$ cat config.mk
export PLATFORM = sky130hd
export DESIGN_NAME = fault_brk_lockreg
export DESIGN_NICKNAME = d
export VERILOG_FILES = /design/src/rtl/fbl_pkg.sv /design/src/rtl/fbl_lock_bank.sv /design/src/rtl/fbl_sticky_flag.sv /design/src/rtl/fbl_break_merge.sv /design/src/rtl/fault_brk_lockreg.sv
export SDC_FILE = /design/constraint.sdc
export NUM_CORES = 1
export LEC_CHECK = 0
export BUFFER_PORTS_ARGS = -buffer_cell sky130_fd_sc_hd__buf_2
export CAP_MARGIN = 25
export CORE_MARGIN = 4
export CORE_UTILIZATION = 32
export CTS_CLUSTER_DIAMETER = 40
export DETAILED_ROUTE_END_ITERATION = 8
export PLACE_DENSITY = 0.81
export SYNTH_ARGS = -nofsm -noshare
export SYNTH_HDL_FRONTEND = slang
export SYNTH_HIERARCHICAL = 1
export SYNTH_SLANG_ARGS = --single-unit
$ cat constraint.sdc
create_clock -name clk -period 1.9 [get_ports clk]
set_clock_uncertainty 0.15 [all_clocks]
set_input_delay 0.38 -clock clk [delete_from_list [all_inputs] [get_ports clk]]
set_output_delay 0.38 -clock clk [all_outputs]
set_load 0.01 [all_outputs]
$ cat src/rtl/fbl_pkg.sv
package fbl_pkg;
   localparam int unsigned SRC_LOCKUP = 0;
   localparam int unsigned SRC_SRAM1  = 1;
   localparam int unsigned SRC_VDET   = 2;
   localparam int unsigned SRC_ECC    = 3;
   localparam int unsigned SRC_SRAM2  = 4;
   localparam int unsigned NUM_SRC    = 5;
   localparam int unsigned FLAG_POS   = 8;
endpackage

$ cat src/rtl/fbl_lock_bank.sv
// Set-only arming bits: software can raise them, only reset drops them.
module fbl_lock_bank #(
   parameter int unsigned N = 5
) (
   input  logic         clk,
   input  logic         rst_n,
   input  logic         set_stb,
   input  logic [N-1:0] set_mask,
   output logic [N-1:0] lock
);
   for (genvar i = 0; i < N; i++) begin : g_bit
      always_ff @(posedge clk or negedge rst_n) begin
         if (!rst_n)
            lock[i] <= 1'b0;
         else if (set_stb && set_mask[i])
            lock[i] <= 1'b1;
      end
   end
endmodule

$ cat src/rtl/fbl_sticky_flag.sv
// Edge-captured sticky flag; a hardware set beats a software clear.
module fbl_sticky_flag (
   input  logic clk,
   input  logic rst_n,
   input  logic evt_lvl,
   input  logic clr_stb,
   output logic flag
);
   logic prev_q;
   logic rise;

   assign rise = evt_lvl & ~prev_q;

   always_ff @(posedge clk or negedge rst_n) begin
      if (!rst_n) begin
         prev_q <= 1'b0;
         flag   <= 1'b0;
      end else begin
         prev_q <= evt_lvl;
         if (rise)
            flag <= 1'b1;
         else if (clr_stb)
            flag <= 1'b0;
      end
   end
endmodule

$ cat src/rtl/fbl_break_merge.sv
// Gated OR of the fault sources; REGISTERED selects a flopped or direct output.
module fbl_break_merge #(
   parameter int unsigned N          = 5,
   parameter bit          REGISTERED = 1'b1
) (
   input  logic         clk,
   input  logic         rst_n,
   input  logic [N-1:0] fault,
   input  logic [N-1:0] arm,
   output logic         brk
);
   logic any_armed;
   assign any_armed = |(fault & arm);

   if (REGISTERED) begin : g_reg
      logic brk_q;
      always_ff @(posedge clk or negedge rst_n) begin
         if (!rst_n) brk_q <= 1'b0;
         else        brk_q <= any_armed;
      end
      assign brk = brk_q;
   end else begin : g_comb
      logic unused_clk;
      assign unused_clk = clk ^ rst_n;
      assign brk = any_armed;
   end
endmodule

$ cat src/rtl/fault_brk_lockreg.sv
module fault_brk_lockreg #(
   parameter int unsigned       ADDR_W         = 8,
   parameter int unsigned       DATA_W         = 32,
   parameter logic [ADDR_W-1:0] REG_ADDR       = '0,
   parameter int unsigned       NSRC           = fbl_pkg::NUM_SRC,
   parameter int unsigned       FLAG_BIT       = fbl_pkg::FLAG_POS,
   parameter int unsigned       FREEZE_IDX     = fbl_pkg::SRC_VDET,
   parameter int unsigned       PERR_IDX       = fbl_pkg::SRC_SRAM2,
   parameter bit                BRK_REGISTERED = 1'b1
) (
   input  logic              clk,
   input  logic              rst_n,
   input  logic              bus_valid,
   input  logic              bus_write,
   input  logic [ADDR_W-1:0] bus_addr,
   input  logic [DATA_W-1:0] bus_wdata,
   output logic [DATA_W-1:0] bus_rdata,
   input  logic [NSRC-1:0]   fault_in,
   output logic              brk_out,
   output logic              pwr_freeze
);
   if (FLAG_BIT < NSRC || FLAG_BIT >= DATA_W) begin : g_bad_flag
      $error("FLAG_BIT must lie above the arming bits and inside the data word");
   end
   if (FREEZE_IDX >= NSRC || PERR_IDX >= NSRC) begin : g_bad_idx
      $error("FREEZE_IDX and PERR_IDX must name an existing source");
   end
   if (NSRC > DATA_W) begin : g_bad_nsrc
      $error("NSRC must fit in the data word");
   end

   logic            sel;
   logic            wr_hit;
   logic            rd_hit;
   logic [NSRC-1:0] lock_q;
   logic            flag_q;
   logic [DATA_W-1:0] image;
   logic            unused_wdata;

   assign sel          = bus_valid && (bus_addr == REG_ADDR);
   assign wr_hit       = sel && bus_write;
   assign rd_hit       = sel && !bus_write;
   assign unused_wdata = ^bus_wdata;

   fbl_lock_bank #(.N(NSRC)) u_locks (
      .clk      (clk),
      .rst_n    (rst_n),
      .set_stb  (wr_hit),
      .set_mask (bus_wdata[NSRC-1:0]),
      .lock     (lock_q)
   );

   fbl_sticky_flag u_perr_flag (
      .clk     (clk),
      .rst_n   (rst_n),
      .evt_lvl (fault_in[PERR_IDX]),
      .clr_stb (wr_hit && bus_wdata[FLAG_BIT]),
      .flag    (flag_q)
   );

   fbl_break_merge #(.N(NSRC), .REGISTERED(BRK_REGISTERED)) u_merge (
      .clk   (clk),
      .rst_n (rst_n),
      .fault (fault_in),
      .arm   (lock_q),
      .brk   (brk_out)
   );

   assign pwr_freeze = lock_q[FREEZE_IDX];

   always_comb begin
      image              = '0;
      image[NSRC-1:0]    = lock_q;
      image[FLAG_BIT]    = flag_q;
   end

   assign bus_rdata = rd_hit ? image : '0;
endmodule

# Word-level counts from Yosys, hierarchy flattened
# Index checks and enable logic that the tools add are counted.
totals:
  reg_bits: 8
  word_cells: 27
op_classes:
  mux: 3
  bitwise: 3
  reduce_logical: 13
op_table:
  columns: ["operator", "n"]
  rows:
  - ["logical AND 1 bit", 9]
  - ["2-to-1 mux 9 bit", 1]
  - ["logical NOT 8 bit", 1]
  - ["AND 5 bit", 1]
  - ["OR reduction 5 bit", 1]
  - ["2-to-1 mux 1 bit", 2]
  - ["nonzero test 2 bit", 1]
  - ["AND 1 bit", 1]
  - ["logical NOT 1 bit", 1]
  - ["inverter 1 bit", 1]

# Logic depth before layout (Yosys ltp)
depth:
  depth_word: 6
  mapped_depth: 4

# Hierarchy
# The synthesis kept the hierarchy.
modules_own_cells:
  columns: ["module", "n_inst", "cells_each", "area_per_inst_um2", "seq_area_each_um2"]
  rows:
  - ["fault_brk_lockreg", 1, 49, 384.1, 0.0]
  - ["fbl_lock_bank", 1, 10, 162.7, 125.1]
  - ["fbl_sticky_flag", 1, 5, 70.1, 50.0]
  - ["fbl_break_merge", 1, 4, 46.3, 25.0]

# Worst setup path before layout
# OpenSTA, ideal clock, no wires.
synth_path:
  kind: "input -> output"
  startpoint: "in bus_addr[4]"
  endpoint: "out bus_rdata[0]"
  t_arrival_ps: 1357
  slack_ps: 13
  path_stages: 3
  n_path_buf: 1
  cell_sequence: "or4b_4 -> buf_6 -> nor4_2"
synth_via:
  elab_chain_len: 4
synth_lines:
  columns: ["item", "line", "source"]
  rows:
  - ["from (decl)", "fault_brk_lockreg.sv:15", "input logic [ADDR_W-1:0] bus_addr,"]
  - ["logical NOT 8 bit", "fault_brk_lockreg.sv:40", "assign sel = bus_valid && (bus_addr == REG_ADDR);"]
  - ["logical AND 1 bit", "fault_brk_lockreg.sv:40", null]
  - ["logical AND 1 bit", "fault_brk_lockreg.sv:42", "assign rd_hit = sel && !bus_write;"]
  - ["2-to-1 mux 9 bit", "fault_brk_lockreg.sv:77", "assign bus_rdata = rd_hit ? image : '0;"]
  - ["to (decl)", "fault_brk_lockreg.sv:17", "output logic [DATA_W-1:0] bus_rdata,"]
# Every way passes these cells.

# Worst setup path after layout
layout_path:
  startpoint: "in bus_addr[1]"
  endpoint: "out bus_rdata[0]"
# The elaborated chain is that of the path after synthesis.

==> summary.txt <==
Placed design
  – Post-detail-place hpwl: approximately 1.2 mm
  – Placed cell count: 124
  – Placed inst area: about 750 µm²
  – Placer Congestion: around 0.73
  – # port buffers: 30

Die
  – Initial Utilization: 0.338
  – Core area: just under 2000 µm²
  – Die area: 2860 µm²
  – Die W: roughly 54 µm
  – Ports: 83
  – Chip Height: ~54 µm
  – FP Rows: 16

Route
  – DRC violations left: 0
  – Routed WL per cell: ~11 µm
  – Pre-Repair DR Iteration Count: 4
  – Via count: about 530
  – Routed wire length: ~1.4 mm
  – DR iter-0 viols: 3
  – Antenna Nets Post-Route: 0
  – Routed vias/inst: roughly 4

Synth
  – Synth cell types: 19
  – Async SR Flop Fraction: 1.00
  – EDFF count, synth: 0
  – Gate Count Post-Synth: 68
  – Ys flop type: dfrtp_1
  – Post-synthesis sequential area ratio: 0.302
  – Synthesis warning total: 6
  – Yosys reg bits: 8
  – Post-Syn Area: approximately 660 µm²
  – Avg Cell Area, Syn: approximately 9.8 µm²

Timing
  – Final setup viols: 6
  – Tmin final: just over 2000 ps
  – Final Max Slew Viols: 0
  – Hold Fails Final Rpt: 0
  – Final setup margin: -137 ps
  – Period utilization: 1.07
  – Max Fclk: just under 500 MHz
  – RSZ-0062 raised after global routing: yes

Clock network
  – TritonCTS Sinks: 8
  – CTS Buf Count: 3
  – Clock slew at reported path FFs: 50 ps
  – H-tree Lvls: 1
  – CTS tree: built
  – Clk Latency, worst-skew pair: roughly 250 ps
  – Clock buffer depth: 2
  – Clock Tree Root: clkbuf_4

Worst setup path
  – Critical path startpoint category: primary input
  – Register-to-register setup slack: between 800 and 900 ps
  – Worst EP arrival: 1510 ps
  – Worst setup EP type: output port
  – Worst-path fanout max: 6
  – Crit Path Category: primary input to output port
  – R2R Path Start: u_locks/lock[3]
  – Critical path data required time: between 1000 and 1500 ps
  – R2r worst-path depth: 2
  – Reg2reg end: u_merge/brk

GRT
  – Vias in the first global route: just under 500
  – GRT Total Usage: 0.104
  – Largest net degree at the start of global routing: 9
  – Initial antenna violation count: 0
  – Grt total ovfl: 0
  – First-pass GRT wire length: about 2.1 mm

Layout
  – Share of layout cells above drive strength 1: 0.480
  – Post-route cell area: between 800 and 900 µm²
  – Commonest cells after routing, fill and taps aside: buf_2 (27), conb_1 (26), inv_1 (9)
  – Final #Nets: roughly 150
  – # fillers: roughly 200
  – Fin cells: about 130
  – Ant. Diodes: 0
  – Most common cell after layout, fill and taps aside: buf_2
  – Area grow syn2layout: 24.7%

Hold path
  – WHS Path Cells: 1
  – Hold EP: u_perr_flag/prev_q
  – Worst Hold Class: primary input to register
  – Hold Startpoint: fault_in[4]

Run status
  – Failing checks: negative setup slack
  – Status: complete, but fails checks

Pwr
  – VDD IR max: 0.307 mV
  – Switching pwr: 105 µW
  – Leakage: roughly 0.00049 µW
  – Clock share of power: 0.320
  – Power per Cell Area: ~470 nW/µm²
  – Reg power frac: 0.465
  – Internal Power: 281 µW
  – Combinational share of power: 0.215
  – Net Sw Frac: 0.272

Flow run
  – Max Cap Viol: 0
## synth_stat cells (5+ instances only)
| cell type | n | share of area |
|---|---|---|
| buf_4 | 26 | 0.29 |
| inv_1 | 9 | 0.051 |
| dfrtp_1 | 8 | 0.30 |
| nor4_2 | 6 | 0.11 |
| a21o_1 | 5 | 0.057 |
## sequential cells by signal, summed over array words and instances (netlist names)
signal and count:
u_perr_flag/flag 1, u_perr_flag/prev_q 1, u_merge/brk 1, u_locks/lock 5
## repair_timing
item / CTS / global route
endpoints found under the hold margin: 8 / 0
hold buffers: 1 / 0
pin swaps: 0 / 1
setup endpoints to repair: 6 / 6
gates resized for setup: 1 / 6
setup buffers: 0 / 1
## critical path, cell delays in order
cell    delay [ps]
buf_6           90
or4_4          530
buf_8          160
nor4_2         190
buf_2          160
## final cells by class
class                   count  area (µm²)  share of cell area
multi-input cells          47         320               0.387
clock buffers               3        22.5              0.0272
flip-flops and latches      8         200               0.242
inverters                   9        33.8              0.0408
repair buffers             35         216               0.262
well taps                  27        33.8              0.0408
## per-stage QoR
stage | util | hold slack [ps] | worst slack, ps | setup TNS, ps | power (µW)
final | 0.422 | 122 | -137 | -675 | 386
after global routing | 0.422 | 106 | -170 | -904 | 417
after CTS | 0.401 | 114 | -134 | -644 | 384
after detailed placement | 0.381 | 75.4 | -139 | -982 | 255
after global placement | 0.381 | 72.6 | -107 | -663 | 252
after floorplan | - | -65.6 | 13.4 | 0 | 263
## cells by family (layout without fill, tap and decap cells)
| family | Yosys count | count (layout) | share of synthesized area |
|---|---|---|---|
| buffers and inverters | 38 | 47 | 0.375 |
| AND/OR/NAND/NOR | 13 | 13 | 0.215 |
| flip-flops | 8 | 8 | 0.302 |
| other | 1 | 26 | 0.00565 |
| AO/OA/AOI/OAI | 8 | 8 | 0.102 |
## metal layers
layer | up-vias | global-route usage | wire, µm
met5 | - | 0 | 0
met4 | 0 | 0.102 | 34
met3 | 4 | 0.0169 | 150
met2 | 37 | 0.208 | 819
met1 | 243 | 0.0780 | 373
li1 | 241 | - | -
## power by group through the flow
stage	registers, µW	logic [µW]	clock network [µW]
3_3_place_gp	182	69.8	0
3_5_place_dp	182	72.2	0
5_1_grt	180	92.9	144
6_report	180	83.0	124
2_1_floorplan	183	80.7	0
4_1_cts	180	75.2	129
## how the worst max path moves through the flow
stage,end,depth (start not counted),slack [ps],from
floorplan,bus_rdata[0],3,10,bus_addr[4]
global placement,bus_rdata[4],4,-110,bus_addr[4]
detailed placement,bus_rdata[2],4,-140,bus_addr[4]
CTS,bus_rdata[2],4,-130,bus_addr[4]
global route,bus_rdata[0],5,-170,bus_addr[1]
finish,bus_rdata[0],5,-140,bus_addr[1]
Note: power is estimated with default switching activity, not from simulation.
